$ cat src/rtl/i2s_tx_pkg.sv
package i2s_tx_pkg;

    localparam int DEF_WORD_W  = 32;
    localparam int DEF_RATIO_W = 8;
    localparam int DEF_RES_W   = 6;

    // channel slot; the encoding is the level driven on word select
    typedef enum logic {
        SIDE_L = 1'b0,
        SIDE_R = 1'b1
    } side_e;

    // word-select level for the bit after the current one
    function automatic logic next_ws(input side_e cur, input logic slot_ends);
        return slot_ends ? (cur == SIDE_L) : (cur == SIDE_R);
    endfunction

endpackage

$ cat src/rtl/stx_bclk_gen.sv
module stx_bclk_gen #(
    parameter int RATIO_W = 8
) (
    input  logic               clk,
    input  logic               rst,
    input  logic               run,
    input  logic [RATIO_W-1:0] ratio,
    output logic               sck_o,
    output logic               fall_evt
);
    localparam int DIV_W = RATIO_W + 1;

    logic [DIV_W-1:0] div_q;
    logic [DIV_W-1:0] limit;
    logic             sck_q;
    logic             tick;

    assign limit    = {1'b0, ratio} + DIV_W'(1);
    assign tick     = run && (div_q >= limit);
    assign fall_evt = tick && sck_q;
    assign sck_o    = sck_q;

    always_ff @(posedge clk) begin
        if (rst || !run) begin
            div_q <= '0;
            sck_q <= 1'b0;
        end else if (tick) begin
            div_q <= '0;
            sck_q <= ~sck_q;
        end else begin
            div_q <= div_q + DIV_W'(1);
        end
    end
endmodule

$ cat src/rtl/stx_framer.sv
module stx_framer
    import i2s_tx_pkg::*;
#(
    parameter int WORD_W = 32,
    parameter int RES_W  = 6,
    parameter int BIT_W  = $clog2(WORD_W)
) (
    input  logic              clk,
    input  logic              rst,
    input  logic              tx_en,
    input  logic [RES_W-1:0]  res_cfg,
    input  logic [WORD_W-1:0] fifo_data,
    input  logic              fifo_empty,
    input  logic              fall_evt,
    output logic              run,
    output logic              fifo_pop,
    output logic              upd,
    output logic              load,
    output logic [WORD_W-1:0] load_word,
    output logic [BIT_W-1:0]  bit_idx,
    output logic              ws_nx
);
    localparam logic [RES_W-1:0] FULL_W = RES_W'(WORD_W);
    localparam logic [RES_W-1:0] ONE_W  = RES_W'(1);
    localparam logic [RES_W-1:0] TWO_W  = RES_W'(2);

    logic             run_q, run_d;
    side_e            side_q, side_d;
    logic [BIT_W-1:0] bitn_q, bitn_d;
    logic [RES_W-1:0] width_q, width_d;
    logic             live_q, live_d;
    logic             pop_q, take;
    logic [RES_W-1:0] w_cfg;
    logic [RES_W-1:0] idx_full;
    logic             slot_last;
    logic             start_evt;

    always_comb begin
        if (res_cfg < TWO_W || res_cfg > FULL_W) begin
            w_cfg = FULL_W;
        end else begin
            w_cfg = res_cfg;
        end
    end

    assign slot_last = (RES_W'(bitn_q) == width_q - ONE_W);
    assign start_evt = !run_q && tx_en;

    always_comb begin
        run_d     = run_q;
        side_d    = side_q;
        bitn_d    = bitn_q;
        width_d   = width_q;
        live_d    = live_q;
        take      = 1'b0;
        upd       = 1'b0;
        load      = 1'b0;
        load_word = '0;
        idx_full  = '0;
        ws_nx     = 1'b0;
        if (start_evt) begin
            // leading silent frame
            run_d    = 1'b1;
            side_d   = SIDE_L;
            bitn_d   = '0;
            width_d  = w_cfg;
            live_d   = 1'b0;
            upd      = 1'b1;
            load     = 1'b1;
            idx_full = w_cfg - ONE_W;
            ws_nx    = 1'b0;
        end else if (fall_evt) begin
            upd = 1'b1;
            if (slot_last && side_q == SIDE_R) begin
                side_d = SIDE_L;
                bitn_d = '0;
                load   = 1'b1;
                if (!tx_en) begin
                    run_d  = 1'b0;
                    live_d = 1'b0;
                    ws_nx  = 1'b0;
                end else begin
                    width_d   = w_cfg;
                    take      = !fifo_empty;
                    live_d    = !fifo_empty;
                    load_word = fifo_empty ? '0 : fifo_data;
                    idx_full  = w_cfg - ONE_W;
                    ws_nx     = 1'b0;
                end
            end else if (slot_last) begin
                take      = live_q && !fifo_empty;
                load      = 1'b1;
                load_word = (live_q && !fifo_empty) ? fifo_data : '0;
                idx_full  = width_q - ONE_W;
                side_d    = SIDE_R;
                bitn_d    = '0;
                ws_nx     = 1'b1;
            end else begin
                bitn_d   = bitn_q + BIT_W'(1);
                idx_full = width_q - TWO_W - RES_W'(bitn_q);
                ws_nx    = next_ws(side_q, RES_W'(bitn_q) == width_q - TWO_W);
            end
        end
    end

    assign bit_idx  = idx_full[BIT_W-1:0];
    assign run      = run_q;
    assign fifo_pop = pop_q;

    always_ff @(posedge clk) begin
        if (rst) begin
            run_q   <= 1'b0;
            side_q  <= SIDE_L;
            bitn_q  <= '0;
            width_q <= FULL_W;
            live_q  <= 1'b0;
            pop_q   <= 1'b0;
        end else begin
            run_q   <= run_d;
            side_q  <= side_d;
            bitn_q  <= bitn_d;
            width_q <= width_d;
            live_q  <= live_d;
            pop_q   <= take;
        end
    end
endmodule

$ cat src/rtl/stx_shifter.sv
module stx_shifter #(
    parameter int WORD_W = 32,
    parameter int BIT_W  = $clog2(WORD_W)
) (
    input  logic              clk,
    input  logic              rst,
    input  logic              upd,
    input  logic              load,
    input  logic [WORD_W-1:0] load_word,
    input  logic [BIT_W-1:0]  bit_idx,
    input  logic              ws_nx,
    output logic              sd_o,
    output logic              ws_o
);
    logic [WORD_W-1:0] word_q;
    logic [WORD_W-1:0] src;
    logic              sd_q, ws_q;

    assign src  = load ? load_word : word_q;
    assign sd_o = sd_q;
    assign ws_o = ws_q;

    always_ff @(posedge clk) begin
        if (rst) begin
            word_q <= '0;
            sd_q   <= 1'b0;
            ws_q   <= 1'b0;
        end else if (upd) begin
            if (load) begin
                word_q <= load_word;
            end
            sd_q <= src[bit_idx];
            ws_q <= ws_nx;
        end
    end
endmodule

$ cat src/rtl/i2s_master_tx.sv
module i2s_master_tx
    import i2s_tx_pkg::*;
#(
    parameter int WORD_W  = DEF_WORD_W,
    parameter int RATIO_W = DEF_RATIO_W,
    parameter int RES_W   = DEF_RES_W
) (
    input  logic               clk,
    input  logic               rst,
    input  logic               tx_en,
    input  logic [RATIO_W-1:0] ratio,
    input  logic [RES_W-1:0]   res_cfg,
    input  logic [WORD_W-1:0]  fifo_data,
    input  logic               fifo_empty,
    output logic               fifo_pop,
    output logic               sck_o,
    output logic               ws_o,
    output logic               sd_o
);
    localparam int BIT_W = $clog2(WORD_W);

    logic              run;
    logic              fall_evt;
    logic              upd;
    logic              load;
    logic [WORD_W-1:0] load_word;
    logic [BIT_W-1:0]  bit_idx;
    logic              ws_nx;

    stx_bclk_gen #(
        .RATIO_W(RATIO_W)
    ) u_bclk (
        .clk      (clk),
        .rst      (rst),
        .run      (run),
        .ratio    (ratio),
        .sck_o    (sck_o),
        .fall_evt (fall_evt)
    );

    stx_framer #(
        .WORD_W(WORD_W),
        .RES_W (RES_W),
        .BIT_W (BIT_W)
    ) u_framer (
        .clk        (clk),
        .rst        (rst),
        .tx_en      (tx_en),
        .res_cfg    (res_cfg),
        .fifo_data  (fifo_data),
        .fifo_empty (fifo_empty),
        .fall_evt   (fall_evt),
        .run        (run),
        .fifo_pop   (fifo_pop),
        .upd        (upd),
        .load       (load),
        .load_word  (load_word),
        .bit_idx    (bit_idx),
        .ws_nx      (ws_nx)
    );

    stx_shifter #(
        .WORD_W(WORD_W),
        .BIT_W (BIT_W)
    ) u_shift (
        .clk       (clk),
        .rst       (rst),
        .upd       (upd),
        .load      (load),
        .load_word (load_word),
        .bit_idx   (bit_idx),
        .ws_nx     (ws_nx),
        .sd_o      (sd_o),
        .ws_o      (ws_o)
    );
endmodule

$ cat config.mk
export PLATFORM = sky130hd
export DESIGN_NAME = i2s_master_tx
export DESIGN_NICKNAME = d
export VERILOG_FILES = /design/src/rtl/i2s_tx_pkg.sv /design/src/rtl/stx_bclk_gen.sv /design/src/rtl/stx_framer.sv /design/src/rtl/stx_shifter.sv /design/src/rtl/i2s_master_tx.sv
export SDC_FILE = /design/constraint.sdc
export NUM_CORES = 1
export LEC_CHECK = 0
export ABC_AREA = 1
export BUFFER_PORTS_ARGS = -buffer_cell sky130_fd_sc_hd__buf_2
export CAP_MARGIN = 20
export CORE_MARGIN = 5
export CORE_UTILIZATION = 40
export DETAILED_ROUTE_END_ITERATION = 7
export GPL_TIMING_DRIVEN = 1
export SLEW_MARGIN = 20
export SYNTH_ARGS = -nofsm -noshare
export SYNTH_HDL_FRONTEND = slang
export SYNTH_SLANG_ARGS = --single-unit
$ cat constraint.sdc
create_clock -name clk -period 4.45 [get_ports clk]
set_input_delay 0.89 -clock clk [delete_from_list [all_inputs] [get_ports clk]]
set_output_delay 0.89 -clock clk [all_outputs]
set_load 0.05 [all_outputs]
==> flow_summary.toml, run 1 <==
[clock_tree]
cts_tree = "built"
cts.htree.levels = 3
clkTransAtPathRegs_ns = 0.08
clk_latency_ns = 0.34
cts_resized = 0
cts_buffers = 9
cts_sinks = 59
ctsHoldBuffers = 0
cts_setup_buffers = 0
cts_root_buf = "clkbuf_8"
clock_path_buffers = 2

[status]
run_status = "completed"

[synthesis]
seq_area_frac_synth_pct = 29.1
syn_nets = 690
yosysWarnings = 0
synth_top_area_share_pct = 29.1
yosys.area_share.adder_pct = 6.66
synth-simple-area-share_pct = 43.5
syn_avg_cell_area_um2 = 6.55
syn_area_um2 = 4060
synth_xor_area_share_pct = 4.32
synth_compound_area_share_pct = 5.52
yosysUniqueCellTypes = 39
synth_top_family_by_area = "simple AND/OR/NAND/NOR gates"
syn_inst = 619
yosys.area.top_type = "dfxtp_1"
synth_area_leaders = "dfxtp_1, nand2_1, nand3_1"
synth_seq_cells = 59
muxShareOfSynthArea_pct = 0

[global_route]
grt_max_degree = 38
antenna_found_initial = 0
grt_first_pass_wirelength_um = 17400
grt_usage_pct = 16.8
grt_pass1_vias = 3903
overflow = 0

[final_layout]
antennaDiodeCount = 0
final_common_cell = "nand2_1"
layout_common_cells = "nand2_1, nand3_1, nor2_1, inv_1, dfxtp_1"
drive_above_1_share_pct = 19.1
n_fill_cell = 1080
multi_input_area_um2 = 2440
syn_to_final_growth_pct = 14.8
nNetsFinal = 740
final_area_um2 = 4660
utilization_pct = 47.4
seq_area_um2 = 1180

[sta]
setup_violations = 0
drv_slew = 0
fin_setup_tns_ns = 0
finClkSkew_ns = 0.0102
period_needed_ns = 3.80
max_freq_mhz = 263
hold_viol_final = 0
finalCritPeriodShare_pct = 85.4
rsz0062_at_grt = "false"
slew_headroom_pct = 53.5
tightest_slew_ns = 0.698

[placement]
placed_area_um2 = 4410
gp_congestion = 0.866
numPortBuffers = 53
hpwl_um = 7800

[pwr]
seq_power_share_pct = 39.2
p_int_mw = 0.995
power_frac_clock_pct = 43.9
combPwrFrac_pct = 16.9
p_sw_share_pct = 28.2
p_leak_nw = 2.33
peakVddDrop_v = 0.000169
powerDensity_nw_per_um2 = 297
power.total_mw = 1.38
p_switching_mw = 0.390

[floorplanning]
dieArea_um2 = 12300
die_w_um = 111
ios = 54
core_region_area_um2 = 9820
core.rowCount = 36
start_util_pct = 41.3
die-height_um = 111

[critical_path]
cp-start-kind = "input pin"
crit_path_cell_trace = "buf_2, nand3_1, nand3b_1, nor2_1, xor2_1, inv_1, ha_1, nand2_1, inv_1, a21oi_1, nand4_2, nand2_4, nor2_8, nor2_4, nand2_1, nand2_1, inv_2, nand2_1, nand3_1, nand3_1, nand3_1, nand3_1, nand2_1, a21oi_2"
critPathMaxFanout = 35
crit_path_top_delay_cell = "nor2_4"
setup.worst_path.end_class = "register"
worstSetupPathType = "input pin to register"
cpPeakStageDelay_ns = 0.50
required_ns = 4.73
worstPathArrival_ns = 4.08

[drt]
vias = 3944
ant_nets = 0
post_drt_wl_per_cell_um = 12.5
wl_um = 10100
first_pass_iters = 4
drc = 0
viasPerCell = 4.89
drt-initial-drc-count = 290

[flow_run]
cap_violations = 0

[hold_path]
hold_path_class = "register to register"
## final cells by class
type,instances,share of cell area [%]
clock buffer,9,2.66
clock inverter,7,2.66
inverter,92,7.41
multi-input combinational,452,52.3
sequential,59,25.4
tap,133,3.57
timing repair buffer,55,6.02
## flip-flops by register name, indices dropped and copies added, names as in the netlist
signal / flops
u_shift.word_q: 32
u_shift.sd_o: 1
u_shift.ws_o: 1
u_framer.fifo_pop: 1
u_bclk.div_q: 9
u_framer.run: 1
u_framer.width_q: 6
u_framer.bitn_q: 5
u_framer.live_q: 1
u_framer.side_q: 1
u_bclk.sck_o: 1
## power by group through the flow
stage / Combinational, mW / Clock, mW / Sequential [mW]
global placement: 0.229 / 0 / 0.555
floorplan: 0.169 / 0 / 0.556
finish: 0.234 / 0.608 / 0.543
global route: 0.264 / 0.646 / 0.544
CTS: 0.235 / 0.620 / 0.543
detailed placement: 0.234 / 0 / 0.555
## stage by stage
stage / hold slack (ns) / cells / setup WS [ns]
2_1_floorplan: 0.430 / 619 / 0.937
3_3_place_gp: 0.444 / 791 / 0.404
3_5_place_dp: 0.451 / 791 / 0.291
4_1_cts: 0.468 / 807 / 0.650
5_1_grt: 0.489 / 807 / 0.296
6_report: 0.462 / 807 / 0.649
## critical path: cells and delay by family
| family | cells | cell delay, ns |
|---|---|---|
| buffers and inverters | 4 | 0.25 |
| AOI/OAI and AO/OA | 2 | 0.26 |
| adders and majority gates | 1 | 0.28 |
| xor gates and xnor gates | 1 | 0.18 |
| and+or+nand+nor | 16 | 2.20 |
## routing by layer
layer  vias to the layer above  wire (um)  global-route usage (%)
met5                         -          0                       0
met2                        87       4580                    28.0
li1                       2065          -                       -
met4                         0         94                    4.02
met3                         9        564                    3.77
met1                      1783       4840                    22.0
## cell families after synthesis
kind of cell	after synthesis
DFF	59
buffers and inverters	108
adders and majority gates	21
xor gates and xnor gates	20
and+or+nand+nor	373
AOI/OAI and AO/OA	38
## synthesized netlist by cell type, drive strengths merged
cell type  number
nand3         111
nand3b          1
xor2           14
o211a           2
nand2         161
o21ai          11
nand4           8
a21oi          19
fa              1
ha             20
nor3            9
a31oi           1
nor2           79
o22ai           1
xnor2           6
o211ai          2
dfxtp          59
a211oi          1
buf             8
and3            1
o21bai          1
clkbuf          8
inv            92
or2             1
and2            2
## final timing paths
kind	start	slack, ns	cells after the start	end
max	ratio[2]	0.65	24	u_shift.sd_o$_SDFFE_PP0P_
min	u_bclk.div_q[0]$_SDFF_PP0_	0.46	1	u_bclk.div_q[0]$_SDFF_PP0_
max reg2reg	u_framer.width_q[0]$_SDFFE_PP0P_	1.36	20	u_shift.sd_o$_SDFFE_PP0P_
min reg2reg	u_bclk.div_q[0]$_SDFF_PP0_	0.46	1	u_bclk.div_q[0]$_SDFF_PP0_
Power figures use the tool's default switching activity.
==> run 2, diff against run 1 <==
CORE_UTILIZATION = 58   (was 40)
PLACE_DENSITY = 0.8   (was default)
TNS_END_PERCENT = 10   (was default)
clock period = 4.1 ns   (was 4.45 ns; I/O delays follow)
==> run 2 against run 1 <==
Wire length shrank 7.4%; critical path depth is the same; register-to-register slack lost 0.22 ns; highest routed layer unchanged; final cell count shrank 4.5%; combinational power grew 7%; global-route usage grew 5.6 points; via count grew 0.96%; largest cell class unchanged.
==> flow_summary.toml, run 2 (synthesized netlist as in run 1, its figures left out) <==
[placement]
numPortBuffers = 53
place_inst = 756
place_ws_ns = 0.0925
hpwl_um = 7210
gp_congestion = 0.900

[pwr]
power_frac_clock_pct = 38.4
powerDensity_nw_per_um2 = 299
p_switching_mw = 0.401
p_sw_share_pct = 29.4
p_int_mw = 0.964
combPwrFrac_pct = 18.4
power.total_mw = 1.36
peakVddDrop_v = 0.000185
p_leak_nw = 2.33
seq_power_share_pct = 43.2

[final_layout]
stdcell_count = 771
utilization_pct = 67.3
n_fill_cell = 621
top_register = "u_shift.word_q"
largest_reg_flops = 32
reg.largest.list = "u_shift.word_q: 32 flops, u_bclk.div_q: 9 flops, u_framer.width_q: 6 flops"
syn_to_final_growth_pct = 12.7
nNetsFinal = 742
antennaDiodeCount = 0
final_common_cell = "nand2_1"
layout_common_cells = "nand2_1, nand3_1, nor2_1, inv_1, dfxtp_1"
drive_above_1_share_pct = 19.3

[critical_path]
worstSetupPathType = "input pin to register"
worstPathArrival_ns = 3.94
r2r_slack_ns = 1.14
rr_endpoint = "u_shift.sd_o$_SDFFE_PP0P_"
cp-start-kind = "input pin"
r2r_cells = 20
required_ns = 4.38
critPathMaxFanout = 26
setup.worst_path.end_class = "register"
timing.rr.start = "u_framer.width_q[0]$_SDFFE_PP0P_"

[global_route]
antenna_found_initial = 0
grt_pass1_vias = 3696
overflow = 0
grt_first_pass_wirelength_um = 15900
grt_max_degree = 38
grt_usage_pct = 22.4

[drt]
post_drt_wl_per_cell_um = 12.1
drc = 0
wl_um = 9330
vias = 3982
first_pass_iters = 5
drt-initial-drc-count = 164
ant_nets = 0
viasPerCell = 5.16

[clock_tree]
cts.htree.levels = 3
cts_resized = 0
cts_sinks = 59
clk_latency_ns = 0.34
cts_root_buf = "clkbuf_8"
cts_buffers = 9
clkTransAtPathRegs_ns = 0.06
cts_tree = "built"
ctsHoldBuffers = 0
clock_path_buffers = 2
cts_setup_buffers = 0

[floorplanning]
ios = 54
core_region_area_um2 = 6790
core.rowCount = 30
die-height_um = 93.6
die_w_um = 93.6
start_util_pct = 59.7
dieArea_um2 = 8770

[sta]
setup_violations = 0
postLayoutSetupSlackWorst_ns = 0.440
tightest_slew_ns = 0.657
slew_headroom_pct = 56.2
fin_setup_tns_ns = 0
period_needed_ns = 3.66
drv_slew = 0
hold_viol_final = 0
rsz0062_at_grt = "false"
max_freq_mhz = 273
finalCritPeriodShare_pct = 89.3
finClkSkew_ns = 0.00875

[hold_path]
min_delay_path_depth = 2
hold_path_class = "register to register"
worstHoldEndpoint = "u_shift.ws_o$_SDFFE_PP0P_"
worstHoldStart = "u_shift.ws_o$_SDFFE_PP0P_"

[flow_run]
cap_violations = 0

[status]
run_status = "completed"
run 2: area by class of cell:
class                   instances  area (um^2)  share of cell area, %
multi-input cells             452         2440                   53.3
flip-flops and latches         59         1180                   25.8
inverters                      92          345                   7.56
repair buffers                 57          295                   6.46
clock buffers                  10          138                   3.01
well taps                      96          120                   2.63
clock inverters                 5         53.8                   1.18
run 2: worst max-delay path by stage:
| stage | from | end | slack (ns) |
|---|---|---|---|
| 2_1_floorplan | ratio[0] | u_shift.sd_o$_SDFFE_PP0P_ | 0.66 |
| 3_3_place_gp | ratio[2] | u_shift.sd_o$_SDFFE_PP0P_ | 0.21 |
| 3_5_place_dp | ratio[0] | u_shift.sd_o$_SDFFE_PP0P_ | 0.09 |
| 4_1_cts | ratio[0] | u_shift.sd_o$_SDFFE_PP0P_ | 0.44 |
| 5_1_grt | ratio[0] | u_shift.sd_o$_SDFFE_PP0P_ | 0.07 |
| 6_report | ratio[0] | u_shift.sd_o$_SDFFE_PP0P_ | 0.44 |
run 2: power groups by stage:
stage          Sequential (mW)  Combinational (mW)  Clock, mW
2_1_floorplan            0.603               0.183          0
3_3_place_gp             0.602               0.242          0
3_5_place_dp             0.602               0.248          0
4_1_cts                  0.590               0.250      0.530
5_1_grt                  0.591               0.283      0.556
6_report                 0.590               0.251      0.524
run 2: per-layer routing:
metal  global-route usage, %  wire length [um]  vias up
met1                    29.2              4420     1788
li1                        -                 -     2072
met2                    36.9              4200      103
met3                    4.34               536       19
met4                    7.82               174        0
met5                       0                 0        -
run 2: worst max-delay path, cell delays in order:
cell and delay (ns):
buf_2 0.10, ha_1 0.18, nand3_1 0.12, nor2_1 0.14
nand2_1 0.10, xor2_1 0.16, ha_1 0.31, nand2_1 0.07
nand2_1 0.04, a21oi_1 0.15, nand4_2 0.17, nand2_4 0.17
nor2_8 0.10, nor2_4 0.46, nand2_1 0.10, nand2_1 0.08
inv_1 0.06, nand2_1 0.06, nand3_1 0.10, nand3_1 0.11
nand3_1 0.07, nand3_1 0.08, nand2_1 0.07, a21oi_2 0.10
run 2: metrics by stage:
| stage | hold slack (ns) | area [um^2] |
|---|---|---|
| after floorplan | 0.430 | 4060 |
| after global placement | 0.440 | 4380 |
| after detailed placement | 0.457 | 4380 |
| after CTS | 0.471 | 4570 |
| after global routing | 0.512 | 4570 |
| final | 0.466 | 4570 |
